==> src/rtl/chain_walk_pkg.sv <==
package chain_walk_pkg;

    localparam int WORD_W     = 32;
    localparam int LEN_W      = 8;
    localparam int PTR_W      = 24;
    localparam int TERM_BIT   = 23;
    localparam int NODE_COST  = 10;
    localparam int BURST_COST = 5;

    typedef enum logic [2:0] {
        ST_IDLE,
        ST_CHECK,
        ST_HDR,
        ST_FETCH,
        ST_EMIT,
        ST_END,
        ST_ABORT
    } walk_state_e;

    typedef struct packed {
        logic [LEN_W-1:0] len;
        logic [PTR_W-1:0] next;
    } node_hdr_t;

endpackage

==> src/rtl/chain_hdr_decode.sv <==
module chain_hdr_decode
    import chain_walk_pkg::*;
#(
    parameter int MEM_BYTE_W = 21,
    parameter int COST_W     = 32,
    localparam int WADDR_W   = MEM_BYTE_W - 2
) (
    input  logic [WORD_W-1:0]  word,
    output logic [LEN_W-1:0]   len,
    output logic               empty,
    output logic               nxt_term,
    output logic [WADDR_W-1:0] nxt_word,
    output logic [COST_W-1:0]  node_cost
);
    node_hdr_t hdr;
    logic      unused_hdr_bits;

    always_comb begin
        hdr      = node_hdr_t'(word);
        len      = hdr.len;
        empty    = (hdr.len == '0);
        nxt_term = hdr.next[TERM_BIT];
        nxt_word = hdr.next[MEM_BYTE_W-1:2];
        if (empty) begin
            node_cost = COST_W'(NODE_COST);
        end else begin
            node_cost = COST_W'(NODE_COST) + COST_W'(BURST_COST) + COST_W'(hdr.len);
        end
    end

    // pointer bits outside the memory window carry no meaning
    assign unused_hdr_bits = ^word;

endmodule

==> src/rtl/chain_cost_acc.sv <==
module chain_cost_acc #(
    parameter int COST_W = 32
) (
    input  logic              clk,
    input  logic              rst_n,
    input  logic              clr,
    input  logic              add_en,
    input  logic [COST_W-1:0] add_val,
    output logic [COST_W-1:0] total
);
    always_ff @(posedge clk) begin
        if (!rst_n) begin
            total <= '0;
        end else if (clr) begin
            total <= '0;
        end else if (add_en) begin
            total <= total + add_val;
        end
    end
endmodule

==> src/rtl/chain_walk_fsm.sv <==
module chain_walk_fsm
    import chain_walk_pkg::*;
#(
    parameter int MEM_BYTE_W = 21,
    parameter int MAX_NODES  = 8192,
    localparam int WADDR_W   = MEM_BYTE_W - 2,
    localparam int NCNT_W    = $clog2(MAX_NODES + 1)
) (
    input  logic               clk,
    input  logic               rst_n,
    input  logic               start,
    input  logic               start_term,
    input  logic [WADDR_W-1:0] start_word,
    output logic               mem_req,
    output logic [WADDR_W-1:0] mem_addr,
    input  logic               mem_rvalid,
    input  logic [WORD_W-1:0]  mem_rdata,
    input  logic [LEN_W-1:0]   hdr_len,
    input  logic               hdr_empty,
    input  logic               hdr_term,
    input  logic [WADDR_W-1:0] hdr_word,
    output logic               out_valid,
    input  logic               out_ready,
    output logic [WORD_W-1:0]  out_data,
    output logic               busy,
    output logic               done,
    output logic               err,
    output logic               cost_clr,
    output logic               cost_add
);
    walk_state_e state, state_nx;

    logic               cur_term;
    logic [WADDR_W-1:0] cur_word;
    logic               nxt_term_q;
    logic [WADDR_W-1:0] nxt_word_q;
    logic [WADDR_W-1:0] ptr;
    logic [LEN_W-1:0]   remain;
    logic [NCNT_W-1:0]  node_cnt;
    logic               at_limit;
    logic               last_word;

    assign at_limit  = (node_cnt == NCNT_W'(MAX_NODES));
    assign last_word = (remain == LEN_W'(1));

    // state register
    always_ff @(posedge clk) begin
        if (!rst_n) begin
            state <= ST_IDLE;
        end else begin
            state <= state_nx;
        end
    end

    // transitions
    always_comb begin
        state_nx = state;
        unique case (state)
            ST_IDLE:  if (start) state_nx = ST_CHECK;
            ST_CHECK: begin
                if (cur_term)      state_nx = ST_END;
                else if (at_limit) state_nx = ST_ABORT;
                else               state_nx = ST_HDR;
            end
            ST_HDR:   if (mem_rvalid) state_nx = hdr_empty ? ST_CHECK : ST_FETCH;
            ST_FETCH: if (mem_rvalid) state_nx = ST_EMIT;
            ST_EMIT:  if (out_ready)  state_nx = last_word ? ST_CHECK : ST_FETCH;
            ST_END:   state_nx = ST_IDLE;
            ST_ABORT: state_nx = ST_IDLE;
            default:  state_nx = ST_IDLE;
        endcase
    end

    // walk datapath
    always_ff @(posedge clk) begin
        if (!rst_n) begin
            cur_term   <= 1'b0;
            cur_word   <= '0;
            nxt_term_q <= 1'b0;
            nxt_word_q <= '0;
            ptr        <= '0;
            remain     <= '0;
            node_cnt   <= '0;
            out_data   <= '0;
            err        <= 1'b0;
        end else begin
            unique case (state)
                ST_IDLE: begin
                    if (start) begin
                        cur_term <= start_term;
                        cur_word <= start_word;
                        node_cnt <= '0;
                        err      <= 1'b0;
                    end
                end
                ST_CHECK: begin
                    if (!cur_term && at_limit) err <= 1'b1;
                end
                ST_HDR: begin
                    if (mem_rvalid) begin
                        remain     <= hdr_len;
                        nxt_term_q <= hdr_term;
                        nxt_word_q <= hdr_word;
                        ptr        <= cur_word + WADDR_W'(1);
                        node_cnt   <= node_cnt + NCNT_W'(1);
                        if (hdr_empty) begin
                            cur_term <= hdr_term;
                            cur_word <= hdr_word;
                        end
                    end
                end
                ST_FETCH: begin
                    if (mem_rvalid) out_data <= mem_rdata;
                end
                ST_EMIT: begin
                    if (out_ready) begin
                        remain <= remain - LEN_W'(1);
                        ptr    <= ptr + WADDR_W'(1);
                        if (last_word) begin
                            cur_term <= nxt_term_q;
                            cur_word <= nxt_word_q;
                        end
                    end
                end
                ST_END, ST_ABORT: begin
                end
                default: begin
                end
            endcase
        end
    end

    // outputs
    always_comb begin
        mem_req   = 1'b0;
        mem_addr  = '0;
        out_valid = 1'b0;
        done      = 1'b0;
        busy      = (state != ST_IDLE);
        cost_clr  = 1'b0;
        cost_add  = 1'b0;
        unique case (state)
            ST_IDLE:  cost_clr = start;
            ST_CHECK: begin
            end
            ST_HDR: begin
                mem_req  = 1'b1;
                mem_addr = cur_word;
                cost_add = mem_rvalid;
            end
            ST_FETCH: begin
                mem_req  = 1'b1;
                mem_addr = ptr;
            end
            ST_EMIT:  out_valid = 1'b1;
            ST_END:   done = 1'b1;
            ST_ABORT: done = 1'b1;
            default: begin
            end
        endcase
    end

endmodule

==> src/rtl/chain_dma_walker.sv <==
module chain_dma_walker
    import chain_walk_pkg::*;
#(
    parameter int MEM_BYTE_W = 21,
    parameter int COST_W     = 32,
    parameter int MAX_NODES  = 8192,
    localparam int WADDR_W   = MEM_BYTE_W - 2
) (
    input  logic               clk,
    input  logic               rst_n,
    input  logic               start,
    input  logic [31:0]        start_addr,
    output logic               mem_req,
    output logic [WADDR_W-1:0] mem_addr,
    input  logic               mem_rvalid,
    input  logic [31:0]        mem_rdata,
    output logic               out_valid,
    input  logic               out_ready,
    output logic [31:0]        out_data,
    output logic               busy,
    output logic               done,
    output logic               err,
    output logic [COST_W-1:0]  cost
);
    logic [LEN_W-1:0]   hdr_len;
    logic               hdr_empty;
    logic               hdr_term;
    logic [WADDR_W-1:0] hdr_word;
    logic [COST_W-1:0]  hdr_cost;
    logic               cost_clr;
    logic               cost_add;
    logic               unused_start_bits;

    // only the 24-bit pointer field of the start address is meaningful
    assign unused_start_bits = ^start_addr;

    chain_hdr_decode #(
        .MEM_BYTE_W (MEM_BYTE_W),
        .COST_W     (COST_W)
    ) hdr_dec_i (
        .word      (mem_rdata),
        .len       (hdr_len),
        .empty     (hdr_empty),
        .nxt_term  (hdr_term),
        .nxt_word  (hdr_word),
        .node_cost (hdr_cost)
    );

    chain_walk_fsm #(
        .MEM_BYTE_W (MEM_BYTE_W),
        .MAX_NODES  (MAX_NODES)
    ) fsm_i (
        .clk        (clk),
        .rst_n      (rst_n),
        .start      (start),
        .start_term (start_addr[TERM_BIT]),
        .start_word (start_addr[MEM_BYTE_W-1:2]),
        .mem_req    (mem_req),
        .mem_addr   (mem_addr),
        .mem_rvalid (mem_rvalid),
        .mem_rdata  (mem_rdata),
        .hdr_len    (hdr_len),
        .hdr_empty  (hdr_empty),
        .hdr_term   (hdr_term),
        .hdr_word   (hdr_word),
        .out_valid  (out_valid),
        .out_ready  (out_ready),
        .out_data   (out_data),
        .busy       (busy),
        .done       (done),
        .err        (err),
        .cost_clr   (cost_clr),
        .cost_add   (cost_add)
    );

    chain_cost_acc #(
        .COST_W (COST_W)
    ) cost_i (
        .clk     (clk),
        .rst_n   (rst_n),
        .clr     (cost_clr),
        .add_en  (cost_add),
        .add_val (hdr_cost),
        .total   (cost)
    );

endmodule

==> config.mk <==
export PLATFORM = sky130hd
export DESIGN_NAME = chain_dma_walker
export DESIGN_NICKNAME = d
export VERILOG_FILES = /design/src/rtl/chain_walk_pkg.sv /design/src/rtl/chain_hdr_decode.sv /design/src/rtl/chain_cost_acc.sv /design/src/rtl/chain_walk_fsm.sv /design/src/rtl/chain_dma_walker.sv
export SDC_FILE = /design/constraint.sdc
export NUM_CORES = 1
export LEC_CHECK = 0
export CAP_MARGIN = 0
export CORE_MARGIN = 2
export CORE_UTILIZATION = 50
export CTS_CLUSTER_DIAMETER = 30
export DETAILED_ROUTE_END_ITERATION = 8
export GPL_TIMING_DRIVEN = 0
export PLACE_DENSITY_LB_ADDON = 0.2
export SLEW_MARGIN = 20
export SYNTH_ARGS = -nofsm -noshare
export SYNTH_HDL_FRONTEND = slang
export SYNTH_SLANG_ARGS = --single-unit
export TNS_END_PERCENT = 100
==> constraint.sdc <==
create_clock -name clk -period 4 [get_ports clk]
set_input_delay 0.8 -clock clk [delete_from_list [all_inputs] [get_ports clk]]
set_output_delay 0.8 -clock clk [all_outputs]
set_load 0.03 [all_outputs]
---- After elaboration in Yosys (flattened, before gate mapping) ----
Cells that the tools add are included.
operators by class
  muxes and demuxes ....................... 40
  bitwise gates (word level) .............. 1
  add/sub/neg operators ................... 6
  eq/ne operators ......................... 15
  reductions and logical operators ........ 19
operator list
  kind                                                    number
  two-way mux 19 bit                                      7
  case mux 19 bit (2 select lines)                        2
  case mux 19 bit (3 select lines)                        1
  adder 19 x 1 -> 19 bit (second input constant)          2
  adder 32 bit                                            1
  two-way mux 32 bit                                      1
  two-way mux 14 bit                                      2
  case mux 14 bit (2 select lines)                        1
  two-way mux 3 bit                                       6
  two-way mux 8 bit                                       2
  case mux 8 bit (2 select lines)                         1
  case mux 3 bit (5 select lines)                         1
  adder 14 x 1 -> 14 bit (second input constant)          1
  == test 14 bit (second input constant)                  1
  two-way mux 1 bit                                       12
  adder 4 x 8 -> 9 bit (first input constant)             1
  == test 3 bit (second input constant)                   3
  AND reduction 3 bit                                     3
  == test 8 x 1 -> 1 bit (second input constant)          1
  zero test 8 bit                                         1
  inequality test 2 bit (second input constant)           4
  subtractor 8 x 1 -> 8 bit (second input constant)       1
  == test 3 x 2 -> 1 bit (second input constant)          2
  inequality test 2 x 1 -> 1 bit (second input constant)  3
  14 further kinds                                        21
storage, ports and cells
  output and inout port bits .............. 88
  logic and storage cells ................. 92
  register bits ........................... 149
  input port bits ......................... 69

---- Depth between registers and ports, before layout ----
Gate-level depths: netlist (run 1).
  depth in word-level cells ............... 4
  depth in mapped cells ................... 16
  gate-level depth less buffers ........... 13

---- By module ----
Synthesis (run 1) repeated with hierarchy kept, for this count alone.
second synthesis, totals
  cell total of the unflattened synthesis .. 1223
  area, all modules ....................... 9366.5 µm²
modules (own cells, without submodules)
  module            instances  seq. area each (µm²)  area each (µm²)  cells each
  chain_walk_fsm    1          2342.2                6083.3           809
  chain_cost_acc    1          640.6                 2733.9           338
  chain_hdr_decode  1          0.0                   549.3            76

---- Worst setup path before layout (run 1) ----
OpenSTA, ideal clock, no wires.
  path type ............................... input-to-reg
  start point ............................. input mem_rdata[28]
  end point ............................... register cost_i.total[14]
  stages .................................. 12
  data arrival time ....................... 3254 ps
  slack ................................... 630 ps
  required time ........................... 3884 ps
  path buffers ............................ 1
  library setup time ...................... 116 ps
  path through ............................ clkbuf_1 > nor4_1 > and3_1 > nor2_1 > ha_1 > inv_1 > fa_1 > nand2b_1 > a21oi_1 > o311ai_2 > a21oi_1 > a31o_2
on the way
  cells in the longest elaborated chain, start to end .. 3
  elaborated cells on any way between the ends .. 4
  classes of those cells .................. add/sub (2); mux (1); reduce/logical (1)
RTL lines
  what                                                            RTL line                                        text
  start: declaration                                              chain_dma_walker.sv:16                          input logic [31:0] mem_rdata,
  adder 4 x 8 -> 9 bit / zero test 8 bit (equally long branches)  chain_hdr_decode.sv:27, chain_hdr_decode.sv:21
  two-way mux 32 bit (*)                                          chain_hdr_decode.sv:24                          if (empty) begin
  adder 32 bit (*)                                                chain_cost_acc.sv:17                            total <= total + add_val;
  end signal: assignment                                          chain_cost_acc.sv:17
  end: declaration                                                chain_cost_acc.sv:9                             output logic [COST_W-1:0] total
Every way passes the cells marked *; elsewhere a longest branch is shown, timed or not.
A chain may end at the register's enable or synchronous reset.

---- Final worst setup path (run 1) ----
  start point ............................. input mem_rdata[24]
  end point ............................... register cost_i.total[26]
The elaborated chain is that of the path after synthesis.

==> reports/results.tsv, run 1 <==
stage	metric	value	unit
logic_synthesis	number of flops mapped to enable cells by yosys	0	
timing	Worst Skew	0.00971	ns
clocking	Worst-path clk slew	0.07	ns
logic_synthesis	Synth top area share	0.370	
logic_synthesis	largest cells by area after synthesis	dfxtp_1 (37%), nand2_1 (8.5%), a21oi_1 (8.0%)	
global_routing	vias in the first global route	7818	
floorplanning	Site Rows	46	
layout	fillers	1408	
worst_hold_path	hold depth	2	
setup_path	Worst setup SP type	input pin	
layout	nets@finish	1296	
setup_path	Worst R2R End	fsm_i.ptr[14]	
floorplanning	IO Pins	157	
timing	unrepaired setup endpoints after global routing	false	
floorplanning	core region area	15800	sq um
clocking	maximum clock path buffer count	2	
timing	Setup-failing EPs final	0	
layout	multi-input logic area	4700	sq um
logic_synthesis	Post-Syn Area	8070	sq um
detailed_routing	DRT iter0 DRCs	1018	
logic_synthesis	Synth area leader	dfxtp_1	
worst_hold_path	hold path start	fsm_i.out_data[28]	
detailed_routing	routed len/inst	18.1	um
logic_synthesis	FF+latch count, synth	149	
placed_design	Detail Placement HPWL	18.6	mm
global_routing	global-route wire length before repair	40.6	mm
timing	Fin Setup TNS	0	ns
timing	final worst path period share	0.975	
detailed_routing	First-pass DRT Iterations	6	
global_routing	largest net degree at the start of global routing	20	
floorplanning	full die area	17200	sq um
logic_synthesis	synth cell count leaders	nand2_1 (183), dfxtp_1 (149), a21oi_1 (129), nor2_1 (82), clkbuf_1 (62)	
clocking	root buf cell	clkbuf_16	
logic_synthesis	Synth async-reset ratio	0	
placed_design	Place WS	-0.359	ns
setup_path	Critical Path End Type	register	
detailed_routing	Vias per Instance	6.00	
layout	Inserted Diodes	0	
clocking	Worst-Skew Late Latency	0.43	ns
logic_synthesis	sequential fraction of the synthesis area	0.370	
layout	Area Overhead vs Synth	28.3	%
power_and_ir_drop	Peak VDD IR	0.356	mV
timing	Min Clock Period, post-route	3.90	ns
placed_design	port bufs	141	
detailed_routing	Post-Route WL	26.1	mm
power_and_ir_drop	Pleak	3.43	nW
setup_path	Buf/Inv on CP	3	
logic_synthesis	most frequent cell after synthesis	nand2_1	
timing	PnR worst setup slack	0.101	ns
floorplanning	Die Ht	131	um
setup_path	R2R Setup Slk	0.28	ns
worst_hold_path	hold endpoint	fsm_i.out_data[28]	
setup_path	delay-heaviest family, CP	compound AO/OA/AOI/OAI gates	
setup_path	crit-path max FO	9	
floorplanning	chip width	131	um
setup_path	Slowest cell on crit path	clkdlybuf4s50_1	
floorplanning	initial core utilization	0.510	
global_routing	GRT Residual Overflow	0	
logic_synthesis	Synth cell types	70	
clocking	Sink Count	149	
logic_synthesis	warnings from Yosys	0	
detailed_routing	post-route ant nets	0	
detailed_routing	DRC	0	
timing	Final Hold Fails	0	
global_routing	GRT Overall Usage	0.304	
logic_synthesis	Mapped Avg Cell Area	7.67	sq um
clocking	H-tree depth	4	
clocking	CTS tree	built	
setup_path	reg2reg path depth	14	
layout	register area	2980	sq um
clocking	Num CTS Buffers	17	
outcome	status	complete, no violations	
setup_path	Critical Path AT	4.22	ns
setup_path	critical setup path kind	in2reg	
run	maxcap violations	0	
setup_path	Worst path max stage delay	0.71	ns
setup_path	Cell Chain, Critical Path	clkdlybuf4s50_1 -> inv_1 -> ha_1 -> and3_1 -> nor2_1 -> ha_1 -> inv_1 -> fa_1 -> nand2b_1 -> a21oi_2 -> o311ai_4 -> a21oi_1 -> a21oi_1 -> a31o_2	
global_routing	initial antenna violation count	0	
detailed_routing	via count	8632	
layout	layout cells sized above 1	0.0540	
logic_synthesis	Primary FF master, synth	dfxtp_1	
power_and_ir_drop	pwr/cell area	420	nW/um^2
timing	Slew Limit Headroom	0.286	
timing	fmax	0.256	GHz
logic_synthesis	Synth Instances	1052	
placed_design	placer congestion estimate	0.970	
setup_path	WP data required	4.32	ns
logic_synthesis	Post-Syn Nets	1138	
worst_hold_path	HP Class	reg2reg	
timing	Slew @ Worst Pin	1.07	ns
timing	Final Slew Violations	0	
setup_path	worst r2r src	fsm_i.state[2]	
worst reg2reg max path: cells and delay by family (launching register included):
kind | cells | cell delay (ns)
buffers and inverters | 7 | 1.41
AND/OR/NAND/NOR | 5 | 1.24
flip-flops | 1 | 0.47
adder cells (fa/ha/maj) | 1 | 0.38
AO/OA/AOI/OAI | 1 | 0.07
routing by layer:
layer | share of wire | track usage | wire [um]
met1 | 0.44 | 0.426 | 11400
met2 | 0.44 | 0.460 | 11600
met3 | 0.099 | 0.0733 | 2580
met4 | 0.023 | 0.0982 | 606
met5 | 0 | 0 | 0
area by class of cell:
| class | instances | share of cell area |
|---|---|---|
| Clock buffer | 17 | 0.0411 |
| Buffer | 78 | 0.0314 |
| Sequential cell | 149 | 0.288 |
| Clock inverter | 15 | 0.0149 |
| Inverter | 21 | 0.00762 |
| Timing Repair Buffer | 141 | 0.137 |
| Multi-Input combinational cell | 802 | 0.454 |
| Tap cell | 216 | 0.0261 |
flip-flops by register name, summed over array words and instances, names as in the netlist:
register	count
cost_i.total	32
fsm_i.cur_term	1
fsm_i.cur_word	19
fsm_i.err	1
fsm_i.node_cnt	14
fsm_i.nxt_term_q	1
fsm_i.nxt_word_q	19
fsm_i.out_data	32
fsm_i.ptr	19
fsm_i.remain	8
fsm_i.state	3
how the worst max path moves through the flow:
| stage | startpoint | endpoint | slack [ns] | cells after the start |
|---|---|---|---|---|
| global placement | mem_rdata[24] | cost_i.total[26] | -0.34 | 14 |
| finish | mem_rdata[24] | cost_i.total[26] | 0.10 | 14 |
| floorplan | mem_rdata[28] | cost_i.total[14] | 0.63 | 12 |
| detailed placement | mem_rdata[24] | cost_i.total[26] | -0.36 | 14 |
| global route | mem_rdata[26] | cost_i.total[22] | 0.007 | 11 |
| CTS | fsm_i.state[2] | out_valid | 0.02 | 8 |
cell usage in the layout, fill, tap and decap left out, types with 4 or more instances in the layout:
cell type	netlist	final
nor2b_1	5	5
nor2_1	82	82
buf_4	6	6
ha_1	16	16
a211oi_1	22	22
o2111ai_1	6	6
clkdlybuf4s50_1	0	140
nor4_1	5	4
buf_1	5	4
o21ai_0	36	36
xor2_1	7	7
a22o_1	40	40
buf_2	7	7
o211ai_1	5	5
or3_1	5	5
a21oi_1	129	127
a21o_1	5	5
a22oi_1	6	6
o31ai_1	25	25
nand2_1	183	183
mux2i_1	6	6
a31oi_1	10	10
dfxtp_1	149	149
nand4_1	20	20
clkbuf_16	0	17
and3_1	16	16
inv_1	21	21
inv_8	0	4
a31o_2	4	4
nand2b_1	9	9
o21a_1	5	5
inv_6	0	7
nor3_1	13	13
clkbuf_1	62	60
and2_1	7	7
xnor2_1	27	27
nand3_1	58	58
what timing repair did:
| item | in CTS | in global routing |
|---|---|---|
| cloned | 0 | 0 |
| hold endpoints to repair | 0 | 0 |
| hold buffers | 0 | 0 |
| resized for setup | 0 | 7 |
| buffers inserted | 0 | 0 |
| endpoints found under the setup margin | 10 | 29 |
power breakdown:
| part | leakage (nW) | switching [W] | internal, W |
|---|---|---|---|
| Clock | 0.279 | 0.000753 | 0.000835 |
| Sequential | 1.20 | 0.000121 | 0.00158 |
| Combinational | 1.94 | 0.000686 | 0.000366 |
kinds of logic (layout without fill, tap and decap cells):
group / after synthesis / after routing / share of synthesized area
compound gates: 321 / 321 / 0.264
xor+xnor: 34 / 34 / 0.0369
fa+ha+maj: 17 / 17 / 0.0273
buf+inv: 101 / 272 / 0.0509
flops: 149 / 149 / 0.370
mux: 8 / 8 / 0.0102
simple gates: 422 / 422 / 0.241
through the flow:
stage	std cells	utilization	hold slack (ns)	cell area, sq um	power, W
floorplan	1052	-	0.437	8070	0.00237
global placement	1409	0.616	0.442	9750	0.00274
detailed placement	1409	0.616	0.447	9750	0.00275
CTS	1440	0.652	0.455	10300	0.00432
global route	1439	0.654	0.474	10300	0.00452
finish	1439	0.654	0.457	10300	0.00434
No activity file was read; power rests on OpenSTA's default activity.
==> run 2, diff against run 1 <==
--- a/config.mk
+++ b/config.mk
@@ -10,7 +10,7 @@
 export CORE_UTILIZATION = 50
 export CTS_CLUSTER_DIAMETER = 30
 export DETAILED_ROUTE_END_ITERATION = 8
-export GPL_TIMING_DRIVEN = 0
+export GPL_TIMING_DRIVEN = 1
 export PLACE_DENSITY_LB_ADDON = 0.2
 export SLEW_MARGIN = 20
 export SYNTH_ARGS = -nofsm -noshare
==> run 2 against run 1 <==
Against the previous run:
- count of clock-buffer cells in the layout unchanged
- fmax increased by 8.2%
- design area rose by 0.50%
- combinational power is 5% lower
- wire length fell by 8.8%
- non-clock buffer count shrank 33
- first-iteration DRC count decreased by 37%
- via count fell by 4.8%
- worst setup slack improved by 0.30 ns
- die area stayed put
- critical endpoint unchanged
- largest cell class unchanged
==> reports/results.tsv, run 2 (same netlist as run 1, synthesis figures left out) <==
stage	metric	value	unit	change
setup_path	Worst setup SP type	input pin		unchanged
timing	Setup-failing EPs final	0		unchanged
run	maxcap violations	0		unchanged
clocking	Sink Count	149		unchanged
detailed_routing	DRT iter0 DRCs	642		was 1018
setup_path	WP data required	4.32	ns	about the same
worst_hold_path	HP Class	reg2reg		unchanged
global_routing	vias in the first global route	7470		was 7818
power_and_ir_drop	Pleak	3.50	nW	was 3.43 nW
detailed_routing	post-route ant nets	0		unchanged
global_routing	GRT Overall Usage	0.279		was 0.304
timing	worst hold margin	0.454	ns	was 0.457 ns
timing	unrepaired setup endpoints after global routing	false		unchanged
timing	Final Slew Violations	0		unchanged
floorplanning	Die Ht	131	um	unchanged
clocking	root buf cell	clkbuf_16		unchanged
placed_design	Detail Placement HPWL	16.3	mm	was 18.6 mm
clocking	cts hold-fix bufs	0		unchanged
setup_path	Critical Path AT	3.92	ns	was 4.22 ns
floorplanning	initial core utilization	0.510		unchanged
clocking	CTS tree	built		unchanged
outcome	status	complete, no violations		unchanged
layout	fillers	1413		was 1408
clocking	Worst-path clk slew	0.07	ns	about the same
detailed_routing	Post-Route WL	23.8	mm	was 26.1 mm
power_and_ir_drop	Peak VDD IR	0.338	mV	was 0.356 mV
layout	layout cells sized above 1	0.0798		was 0.0540
layout	Design Area, Final	10400	sq um	was 10300 sq um
placed_design	Place WS	0.00627	ns	was -0.359 ns
global_routing	global-route wire length before repair	38.0	mm	was 40.6 mm
layout	Inserted Diodes	0		unchanged
power_and_ir_drop	pwr/cell area	422	nW/um^2	was 420 nW/um^2
floorplanning	core region area	15800	sq um	unchanged
clocking	setup repair bufs after CTS	0		unchanged
timing	Slew Limit Headroom	0.509		was 0.286
clocking	maximum clock path buffer count	2		unchanged
setup_path	critical setup path kind	in2reg		unchanged
detailed_routing	Vias per Instance	5.85		was 6.00
timing	Min Clock Period, post-route	3.60	ns	was 3.90 ns
layout	most common cell after layout, fill and taps aside	nand2_1		unchanged
timing	PnR worst setup slack	0.398	ns	was 0.101 ns
placed_design	port bufs	144		was 141
global_routing	largest net degree at the start of global routing	73		was 20
clocking	H-tree depth	4		unchanged
detailed_routing	routed len/inst	16.9	um	was 18.1 um
placed_design	dpl cell area	9790	sq um	was 9750 sq um
detailed_routing	via count	8219		was 8632
global_routing	initial antenna violation count	0		unchanged
timing	Worst Skew	0.0113	ns	was 0.00971 ns
placed_design	placer congestion estimate	0.881		was 0.970
floorplanning	Site Rows	46		unchanged
detailed_routing	DRC	0		unchanged
layout	Area Overhead vs Synth	28.9	%	was 28.3%
timing	final worst path period share	0.901		was 0.975
global_routing	GRT Residual Overflow	0		unchanged
timing	Slew @ Worst Pin	0.737	ns	was 1.07 ns
timing	Fin Setup TNS	0	ns	unchanged
floorplanning	IO Pins	157		unchanged
clocking	post-cts sizing count	0		unchanged
detailed_routing	First-pass DRT Iterations	5		was 6
setup_path	crit-path max FO	9		unchanged
timing	fmax	0.278	GHz	was 0.256 GHz
clocking	Num CTS Buffers	17		unchanged
floorplanning	full die area	17200	sq um	unchanged
timing	Final Hold Fails	0		unchanged
clocking	Worst-Skew Late Latency	0.43	ns	about the same
layout	most frequent cells in the layout	nand2_1 (183), dfxtp_1 (149), clkdlybuf4s50_1 (144)		was nand2_1 (183), dfxtp_1 (149), clkdlybuf4s50_1 (140)
layout	nets@finish	1263		was 1296
floorplanning	chip width	131	um	unchanged
setup_path	Critical Path End Type	register		unchanged
layout	Regs by FF count	cost_i.total x32, fsm_i.out_data x32		unchanged
run 2: changes by cell type in the layout (fill, tap and decap cells not counted), moves of 3 or more:
| cell | delta |
|---|---|
| buf_1 | -4 |
| buf_2 | -7 |
| buf_4 | +35 |
| clkbuf_1 | -60 |
| clkdlybuf4s50_1 | +4 |
| clkinv_4 | +3 |
| inv_6 | -3 |
run 2: per-stage QoR:
stage / std cells / power, W / utilization
after global routing: 1406 / 0.00458 / 0.657
final: 1406 / 0.00439 / 0.657
after detailed placement: 1374 / 0.00274 / 0.618
after floorplan: 1052 / 0.00237 / -
after global placement: 1374 / 0.00273 / 0.618
after CTS: 1406 / 0.00439 / 0.657
run 2: path summary, 6_finish.rpt:
path,from,slack (ns),endpoint,cells past startpoint
setup reg to reg,fsm_i.state[2],1.00,fsm_i.ptr[13],8
setup / recovery,mem_rdata[25],0.40,cost_i.total[26],15
hold reg to reg,fsm_i.nxt_term_q,0.45,fsm_i.nxt_term_q,2
hold / removal,fsm_i.nxt_term_q,0.45,fsm_i.nxt_term_q,2
run 2: critical path, stage by stage:
cell and delay, ns:
clkdlybuf4s50_1 0.53, inv_1 0.08, ha_1 0.21, and3_1 0.20
nor2_1 0.13, ha_1 0.20, inv_1 0.06, fa_1 0.37
nand2b_1 0.18, a21oi_1 0.30, o311ai_2 0.11, buf_4 0.19
a21oi_1 0.24, a21oi_1 0.10, a31o_2 0.22
run 2: layer usage:
layer,GRT usage,vias up,share of wire
li1,-,4034,-
met1,0.405,3851,0.46
met2,0.414,303,0.44
met3,0.0643,31,0.077
met4,0.0776,0,0.017
met5,0,-,0
run 2: area by class of cell:
type / instances / area (sq um) / area share
clock buffer: 17 / 425 / 0.0409
timing repair buffer: 186 / 1770 / 0.170
tap: 216 / 270 / 0.0260
inverter: 21 / 78.8 / 0.00758
clock inverter: 15 / 189 / 0.0182
sequential: 149 / 2980 / 0.287
multi-input combinational: 802 / 4680 / 0.450
run 2: power by group:
part	switching (W)	internal (W)	leakage, nW
logic	0.000619	0.000379	2.00
clock network	0.000717	0.000947	0.298
registers	0.000141	0.00158	1.20
total	0.00148	0.00291	3.50
